## src/rtl/gpb_pkg.sv

```systemverilog
package gpb_pkg;

    localparam logic [7:0] OFF_REV     = 8'h00;
    localparam logic [7:0] OFF_STS     = 8'h18;
    localparam logic [7:0] OFF_EN      = 8'h1C;
    localparam logic [7:0] OFF_DIN     = 8'h2C;
    localparam logic [7:0] OFF_DOUT    = 8'h30;
    localparam logic [7:0] OFF_DIR     = 8'h34;
    localparam logic [7:0] OFF_EDGE_LO = 8'h38;
    localparam logic [7:0] OFF_EDGE_HI = 8'h3C;
    localparam logic [7:0] OFF_EN_CLR  = 8'h9C;
    localparam logic [7:0] OFF_DO_CLR  = 8'hB0;
    localparam logic [7:0] OFF_EN_SET  = 8'hDC;
    localparam logic [7:0] OFF_DO_SET  = 8'hF0;

    typedef enum logic [1:0] {
        EM_NONE = 2'b00,
        EM_FALL = 2'b01,
        EM_RISE = 2'b10,
        EM_BOTH = 2'b11
    } edge_mode_e;

    typedef struct packed {
        logic dout_wr;
        logic dout_set;
        logic dout_clr;
        logic dir_wr;
        logic en_wr;
        logic en_set;
        logic en_clr;
        logic sts_clr;
        logic edge_lo_wr;
        logic edge_hi_wr;
    } wr_strobe_t;

    function automatic logic edge_hit(edge_mode_e mode, logic prev, logic cur);
        logic rise;
        logic fall;
        rise = cur & ~prev;
        fall = prev & ~cur;
        case (mode)
            EM_FALL: edge_hit = fall;
            EM_RISE: edge_hit = rise;
            EM_BOTH: edge_hit = rise | fall;
            default: edge_hit = 1'b0;
        endcase
    endfunction

endpackage

```

## src/rtl/gpb_decode.sv

```systemverilog
module gpb_decode
    import gpb_pkg::*;
#(
    parameter int AW = 8
) (
    input  logic          bus_sel,
    input  logic          bus_wr,
    input  logic [AW-1:0] bus_addr,
    output wr_strobe_t    strobe
);
    logic wr_any;
    assign wr_any = bus_sel & bus_wr;

    always_comb begin
        strobe            = '0;
        strobe.dout_wr    = wr_any && (bus_addr == AW'(OFF_DOUT));
        strobe.dout_set   = wr_any && (bus_addr == AW'(OFF_DO_SET));
        strobe.dout_clr   = wr_any && (bus_addr == AW'(OFF_DO_CLR));
        strobe.dir_wr     = wr_any && (bus_addr == AW'(OFF_DIR));
        strobe.en_wr      = wr_any && (bus_addr == AW'(OFF_EN));
        strobe.en_set     = wr_any && (bus_addr == AW'(OFF_EN_SET));
        strobe.en_clr     = wr_any && (bus_addr == AW'(OFF_EN_CLR));
        strobe.sts_clr    = wr_any && (bus_addr == AW'(OFF_STS));
        strobe.edge_lo_wr = wr_any && (bus_addr == AW'(OFF_EDGE_LO));
        strobe.edge_hi_wr = wr_any && (bus_addr == AW'(OFF_EDGE_HI));
    end
endmodule

```

## src/rtl/gpb_pin_event.sv

```systemverilog
module gpb_pin_event
    import gpb_pkg::*;
#(
    parameter int NPINS = 16
) (
    input  logic               clk,
    input  logic               rst,
    input  logic [NPINS-1:0]   pin_in,
    input  logic [2*NPINS-1:0] edge_cfg,
    output logic [NPINS-1:0]   level,
    output logic [NPINS-1:0]   hit
);
    for (genvar p = 0; p < NPINS; p++) begin : g_pin
        logic meta_q;
        logic sync_q;
        logic prev_q;

        always_ff @(posedge clk) begin
            if (rst) begin
                meta_q <= 1'b0;
                sync_q <= 1'b0;
                prev_q <= 1'b0;
            end else begin
                meta_q <= pin_in[p];
                sync_q <= meta_q;
                prev_q <= sync_q;
            end
        end

        assign level[p] = sync_q;
        assign hit[p]   = edge_hit(edge_mode_e'(edge_cfg[2*p +: 2]), prev_q, sync_q);
    end
endmodule

```

## src/rtl/gpb_irq_ctrl.sv

```systemverilog
module gpb_irq_ctrl
    import gpb_pkg::*;
#(
    parameter int NPINS = 16
) (
    input  logic             clk,
    input  logic             rst,
    input  wr_strobe_t       strobe,
    input  logic [NPINS-1:0] wd,
    input  logic [NPINS-1:0] hit,
    output logic [NPINS-1:0] en_q,
    output logic [NPINS-1:0] sts_q,
    output logic             irq
);
    logic [NPINS-1:0] en_n;
    logic [NPINS-1:0] clr_mask;

    always_comb begin
        en_n = en_q;
        if (strobe.en_wr)
            en_n = wd;
        else if (strobe.en_set)
            en_n = en_q | wd;
        else if (strobe.en_clr)
            en_n = en_q & ~wd;
    end

    assign clr_mask = strobe.sts_clr ? wd : '0;

    always_ff @(posedge clk) begin
        if (rst) begin
            en_q  <= '0;
            sts_q <= '0;
        end else begin
            en_q  <= en_n;
            sts_q <= (sts_q & ~clr_mask) | hit;
        end
    end

    assign irq = |(sts_q & en_q);
endmodule

```

## src/rtl/gpb_top.sv

```systemverilog
module gpb_top
    import gpb_pkg::*;
#(
    parameter int         NPINS     = 16,
    parameter int         AW        = 8,
    parameter int         DW        = 32,
    parameter logic [3:0] REV_MAJOR = 4'h2,
    parameter logic [3:0] REV_MINOR = 4'h1
) (
    input  logic             clk,
    input  logic             rst,
    input  logic             bus_sel,
    input  logic             bus_wr,
    input  logic [AW-1:0]    bus_addr,
    input  logic [DW-1:0]    bus_wdata,
    output logic [DW-1:0]    bus_rdata,
    input  logic [NPINS-1:0] pin_in,
    output logic [NPINS-1:0] pin_out,
    output logic [NPINS-1:0] pin_oe,
    output logic             irq
);
    localparam int EDGE_W = 2 * NPINS;
    localparam int HALF_W = EDGE_W / 2;

    wr_strobe_t       strobe;
    logic [NPINS-1:0] wd;
    logic             unused_wd_hi;
    logic [NPINS-1:0] dout_q;
    logic [NPINS-1:0] dir_q;
    logic [EDGE_W-1:0] edge_q;
    logic [NPINS-1:0] pin_level;
    logic [NPINS-1:0] pin_hit;
    logic [NPINS-1:0] irq_en;
    logic [NPINS-1:0] irq_sts;

    assign wd           = bus_wdata[NPINS-1:0];
    assign unused_wd_hi = ^bus_wdata[DW-1:NPINS];

    gpb_decode #(.AW(AW)) u_dec (
        .bus_sel (bus_sel),
        .bus_wr  (bus_wr),
        .bus_addr(bus_addr),
        .strobe  (strobe)
    );

    gpb_pin_event #(.NPINS(NPINS)) u_evt (
        .clk     (clk),
        .rst     (rst),
        .pin_in  (pin_in),
        .edge_cfg(edge_q),
        .level   (pin_level),
        .hit     (pin_hit)
    );

    gpb_irq_ctrl #(.NPINS(NPINS)) u_irq (
        .clk   (clk),
        .rst   (rst),
        .strobe(strobe),
        .wd    (wd),
        .hit   (pin_hit),
        .en_q  (irq_en),
        .sts_q (irq_sts),
        .irq   (irq)
    );

    always_ff @(posedge clk) begin
        if (rst) begin
            dout_q <= '0;
            dir_q  <= '1;
            edge_q <= '0;
        end else begin
            if (strobe.dout_wr)
                dout_q <= wd;
            else if (strobe.dout_set)
                dout_q <= dout_q | wd;
            else if (strobe.dout_clr)
                dout_q <= dout_q & ~wd;
            if (strobe.dir_wr)
                dir_q <= wd;
            if (strobe.edge_lo_wr)
                edge_q[HALF_W-1:0] <= bus_wdata[HALF_W-1:0];
            if (strobe.edge_hi_wr)
                edge_q[EDGE_W-1:HALF_W] <= bus_wdata[HALF_W-1:0];
        end
    end

    assign pin_out = dout_q;
    assign pin_oe  = ~dir_q;

    always_comb begin
        bus_rdata = '0;
        if (bus_sel && !bus_wr) begin
            case (bus_addr)
                AW'(OFF_REV):     bus_rdata = DW'({REV_MAJOR, REV_MINOR});
                AW'(OFF_STS):     bus_rdata = DW'(irq_sts);
                AW'(OFF_EN):      bus_rdata = DW'(irq_en);
                AW'(OFF_DIN):     bus_rdata = DW'(pin_level);
                AW'(OFF_DOUT):    bus_rdata = DW'(dout_q);
                AW'(OFF_DIR):     bus_rdata = DW'(dir_q);
                AW'(OFF_EDGE_LO): bus_rdata = DW'(edge_q[HALF_W-1:0]);
                AW'(OFF_EDGE_HI): bus_rdata = DW'(edge_q[EDGE_W-1:HALF_W]);
                default:          bus_rdata = '0;
            endcase
        end
    end
endmodule

```

## config.mk

```make
export PLATFORM = sky130hd
export DESIGN_NAME = gpb_top
export DESIGN_NICKNAME = d
export VERILOG_FILES = /design/src/rtl/gpb_pkg.sv /design/src/rtl/gpb_decode.sv /design/src/rtl/gpb_pin_event.sv /design/src/rtl/gpb_irq_ctrl.sv /design/src/rtl/gpb_top.sv
export SDC_FILE = /design/constraint.sdc
export NUM_CORES = 1
export LEC_CHECK = 0
export ABC_CLOCK_PERIOD_IN_PS = 4210
export BUFFER_PORTS_ARGS = -buffer_cell sky130_fd_sc_hd__buf_2
export CELL_PAD_IN_SITES_DETAIL_PLACEMENT = 2
export CELL_PAD_IN_SITES_GLOBAL_PLACEMENT = 2
export CORE_MARGIN = 8
export CORE_UTILIZATION = 37
export CTS_CLUSTER_SIZE = 14
export DETAILED_ROUTE_END_ITERATION = 10
export PLACE_DENSITY = 0.9
export SLEW_MARGIN = 20
export SYNTH_ARGS = -nofsm -noshare
export SYNTH_HDL_FRONTEND = slang
export SYNTH_HIERARCHICAL = 1
export SYNTH_SLANG_ARGS = --single-unit
```

## constraint.sdc

```tcl
create_clock -name clk -period 4.21 [get_ports clk]
set_input_delay 0.421 -clock clk [delete_from_list [all_inputs] [get_ports clk]]
set_output_delay 0.421 -clock clk [all_outputs]
set_load 0.01 [all_outputs]
```

==> impl_metrics.json <==
{
  "std_cell_rows": 52,
  "drt_first_pass_iters": 5,
  "cts.sinks": 144,
  "synth_cells": 859,
  "holdBufCountCts": 0,
  "layout-drive-gt1-share_pct": 18.0,
  "nFillCells": 2201,
  "synth_edf_count": 0,
  "antenna_left": 0,
  "wirelength_mm": 31.7,
  "synthTopCellsByArea": "dfxtp_1 39%, mux2i_1 8.3%, ha_1 5.3%",
  "die-area_um2": 25000,
  "synthFlopType": "dfxtp_1",
  "hold_class": "primary input to flop",
  "hold_viol": 0,
  "drv_cap": 0,
  "grt_use_met3_pct": 5.81,
  "wl_per_cell_um": 26.6,
  "critical_path_arrival_ns": 2.86,
  "cts_root_buf": "clkbuf_16",
  "criticalPathCategory": "primary input to output pin",
  "status": "complete, no violations",
  "clockPowerShare_pct": 51.0,
  "fmax_mhz": 305,
  "grt_pass1_vias": 7914,
  "synth_top_area_cell": "dfxtp_1",
  "cts.path.max_buffers": 2,
  "ys.warnings.count": 6,
  "grt_pass1_wl_mm": 48.6,
  "period_share_pct": 77.9,
  "insertion_delay_ns": 0.44,
  "vdd_drop_max_mv": 0.246,
  "met1_usage_pct": 29.9,
  "cts_tree": "built",
  "setup-violations-final": 0,
  "ctsHtreeMaxLevel": 4,
  "p_leak_uw": 0.00334,
  "drt_iter0_drc": 573,
  "place.gp.congestion": 0.868,
  "start_util_pct": 37.4,
  "cp_slowest_stage_delay_ns": 0.61,
  "internal-power_uw": 2450,
  "critPathRequiredTime_ns": 3.79,
  "synth.cell_area_um2": 7490,
  "postCtsSetupBuffers": 0,
  "relSlewSlack_pct": 31.5,
  "ctsResizeCount": 0,
  "seqPwrFrac_pct": 42.9,
  "synth_top_area_share_pct": 38.5,
  "final_util_pct": 42.7,
  "fin_worst_hold_slack_ns": 0.191,
  "clock_skew_ns": 0.00820,
  "cp-end-kind": "output pin",
  "areaGrowthSynthToFinish_pct": 14.2,
  "fin_setup_tns_ns": 0,
  "antenna_cells": 0,
  "worst_pin_slew_ns": 1.02,
  "hpwl_mm": 20.0,
  "use_met2_pct": 43.2,
  "design.core.area_um2": 20000,
  "die_height_um": 158,
  "power_switching_uw": 807,
  "fin_crit_ns": 3.28,
  "groute.usage.overall_pct": 25.9,
  "pwr-share-comb_pct": 6.1,
  "critPathLaunchType": "primary input",
  "crit_top_cell": "buf_2",
  "avgSynthCellArea_um2": 8.72,
  "top_usage_layer": "met2",
  "finalNetCount": 1004,
  "rsz0062_at_grt": "false",
  "die_w_um": 158,
  "cts_buffers": 17,
  "async_flop_share_pct": 0,
  "cts.clk_slew.worst_paths_ns": 0.06,
  "drc_errors": 0,
  "via_count": 7079,
  "path_cells": "buf_2 > nor4bb_1 > and4b_1 > a2bb2oi_1 > a21oi_1 > buf_2",
  "routed_via_density": 5.93,
  "antenna_found_initial": 0,
  "drv_slew": 0,
  "power_per_cell_area_nw_per_um2": 380,
  "port_buffers": 92,
  "p_sw_share_pct": 24.8,
  "ys_seq_area_share_pct": 38.5,
  "yosys_register_bits": 144,
  "cp_max_fo": 34,
  "synth_cell_type_count": 57,
  "grt_start_max_net_pins": 87,
  "overflow": 0,
  "ios": 125,
  "slowest_stage": "nor4bb_1"
}
## routing by layer
metal,vias to the layer above,share of wire [%]
li1,3031,-
met1,3591,40
met2,337,48
met3,120,6.5
met4,0,5.1
met5,-,0
## kinds of logic (layout without fill, tap and decap cells)
| family | Yosys count | count (layout) | synth area share, % |
|---|---|---|---|
| flops | 144 | 144 | 38.5 |
| compound gates | 174 | 174 | 16.3 |
| other cells | 1 | 16 | 0.0501 |
| simple gates | 297 | 297 | 19.9 |
| mux | 76 | 76 | 10.4 |
| fa+ha+maj | 32 | 32 | 5.35 |
| buf+inv | 135 | 185 | 9.48 |
## critical path: cells and delay by family
family | cells | cell delay, ns
compound gates | 2 | 0.49
simple gates | 2 | 1.14
buf+inv | 2 | 0.79
## synthesized netlist by cell type, types with 3 or more instances
cell type,instances
dfxtp_1,144
nor2_1,104
nand2_1,73
mux2i_1,62
nor2b_1,57
inv_1,50
buf_4,34
ha_1,32
o21ai_0,31
a32oi_1,28
a21oi_1,27
a22oi_1,23
buf_2,22
clkbuf_1,18
o211ai_1,18
mux2_2,14
nand3_1,13
nor3_1,11
a21o_1,8
a2bb2oi_1,7
buf_6,6
o21a_1,6
a22o_1,5
a31oi_1,5
a221oi_1,4
nand4_1,4
nor2b_2,4
o2bb2ai_1,4
buf_1,3
nand4bb_1,3
nor3b_1,3
o22ai_1,3
## per-stage QoR
stage          total power [µW]  setup slack [ns]  instances  cell area [µm²]
3_5_place_dp               1610              1.07       1163             7930
2_1_floorplan              1550              2.09        874             7540
4_1_cts                    3270              1.09       1194             8550
6_report                   3250             0.929       1194             8550
3_3_place_gp               1600              1.25       1163             7930
5_1_grt                    3340             0.863       1194             8550
## layout make-up
class                           instances  area, µm²  share of cell area (%)
Clock buffer                           18        439                    5.13
Clock inverter                         13        186                    2.18
Inverter                               50        188                    2.19
Multi-Input combinational cell        595       3970                    46.4
Sequential cell                       144       2880                    33.7
Tap cell                              270        338                    3.95
Timing Repair Buffer                  104        553                    6.47
## power by group through the flow
stage / Clock, µW / Combinational (µW) / Sequential (µW)
floorplan: 0 / 127 / 1420
global placement: 0 / 179 / 1420
detailed placement: 0 / 185 / 1420
CTS: 1680 / 194 / 1390
global route: 1730 / 212 / 1400
finish: 1660 / 198 / 1390
## path summary, 6_finish.rpt
| path | startpoint | slack (ns) | cells past startpoint | endpoint |
|---|---|---|---|---|
| max | bus_addr[2] | 0.93 | 6 | bus_rdata[4] |
| min | pin_in[13] | 0.19 | 2 | u_evt/g_pin[13].meta_q |
| max reg2reg | u_evt/g_pin[8].sync_q | 2.44 | 7 | u_irq/sts_q[8] |
| min reg2reg | u_evt/g_pin[0].meta_q | 0.44 | 1 | u_evt/g_pin[0].sync_q |
## placed cells by master (no fill, tap or decap), types with 5 or more instances in the layout
master     count
a21oi_1       27
o21ai_0       31
a31oi_1        5
ha_1          32
buf_2         91
a32oi_1       28
clkbuf_16     17
a21o_1         8
a22oi_1       23
nand2_1       73
nor2b_1       57
mux2_2        14
nand3_1       13
conb_1        16
buf_4         13
a2bb2oi_1      7
a22o_1         5
dfxtp_1      144
o211ai_1      18
mux2i_1       62
nor2_1       104
inv_1         50
nor3_1         8
o21a_1         6
Power figures use the tool's default switching activity.
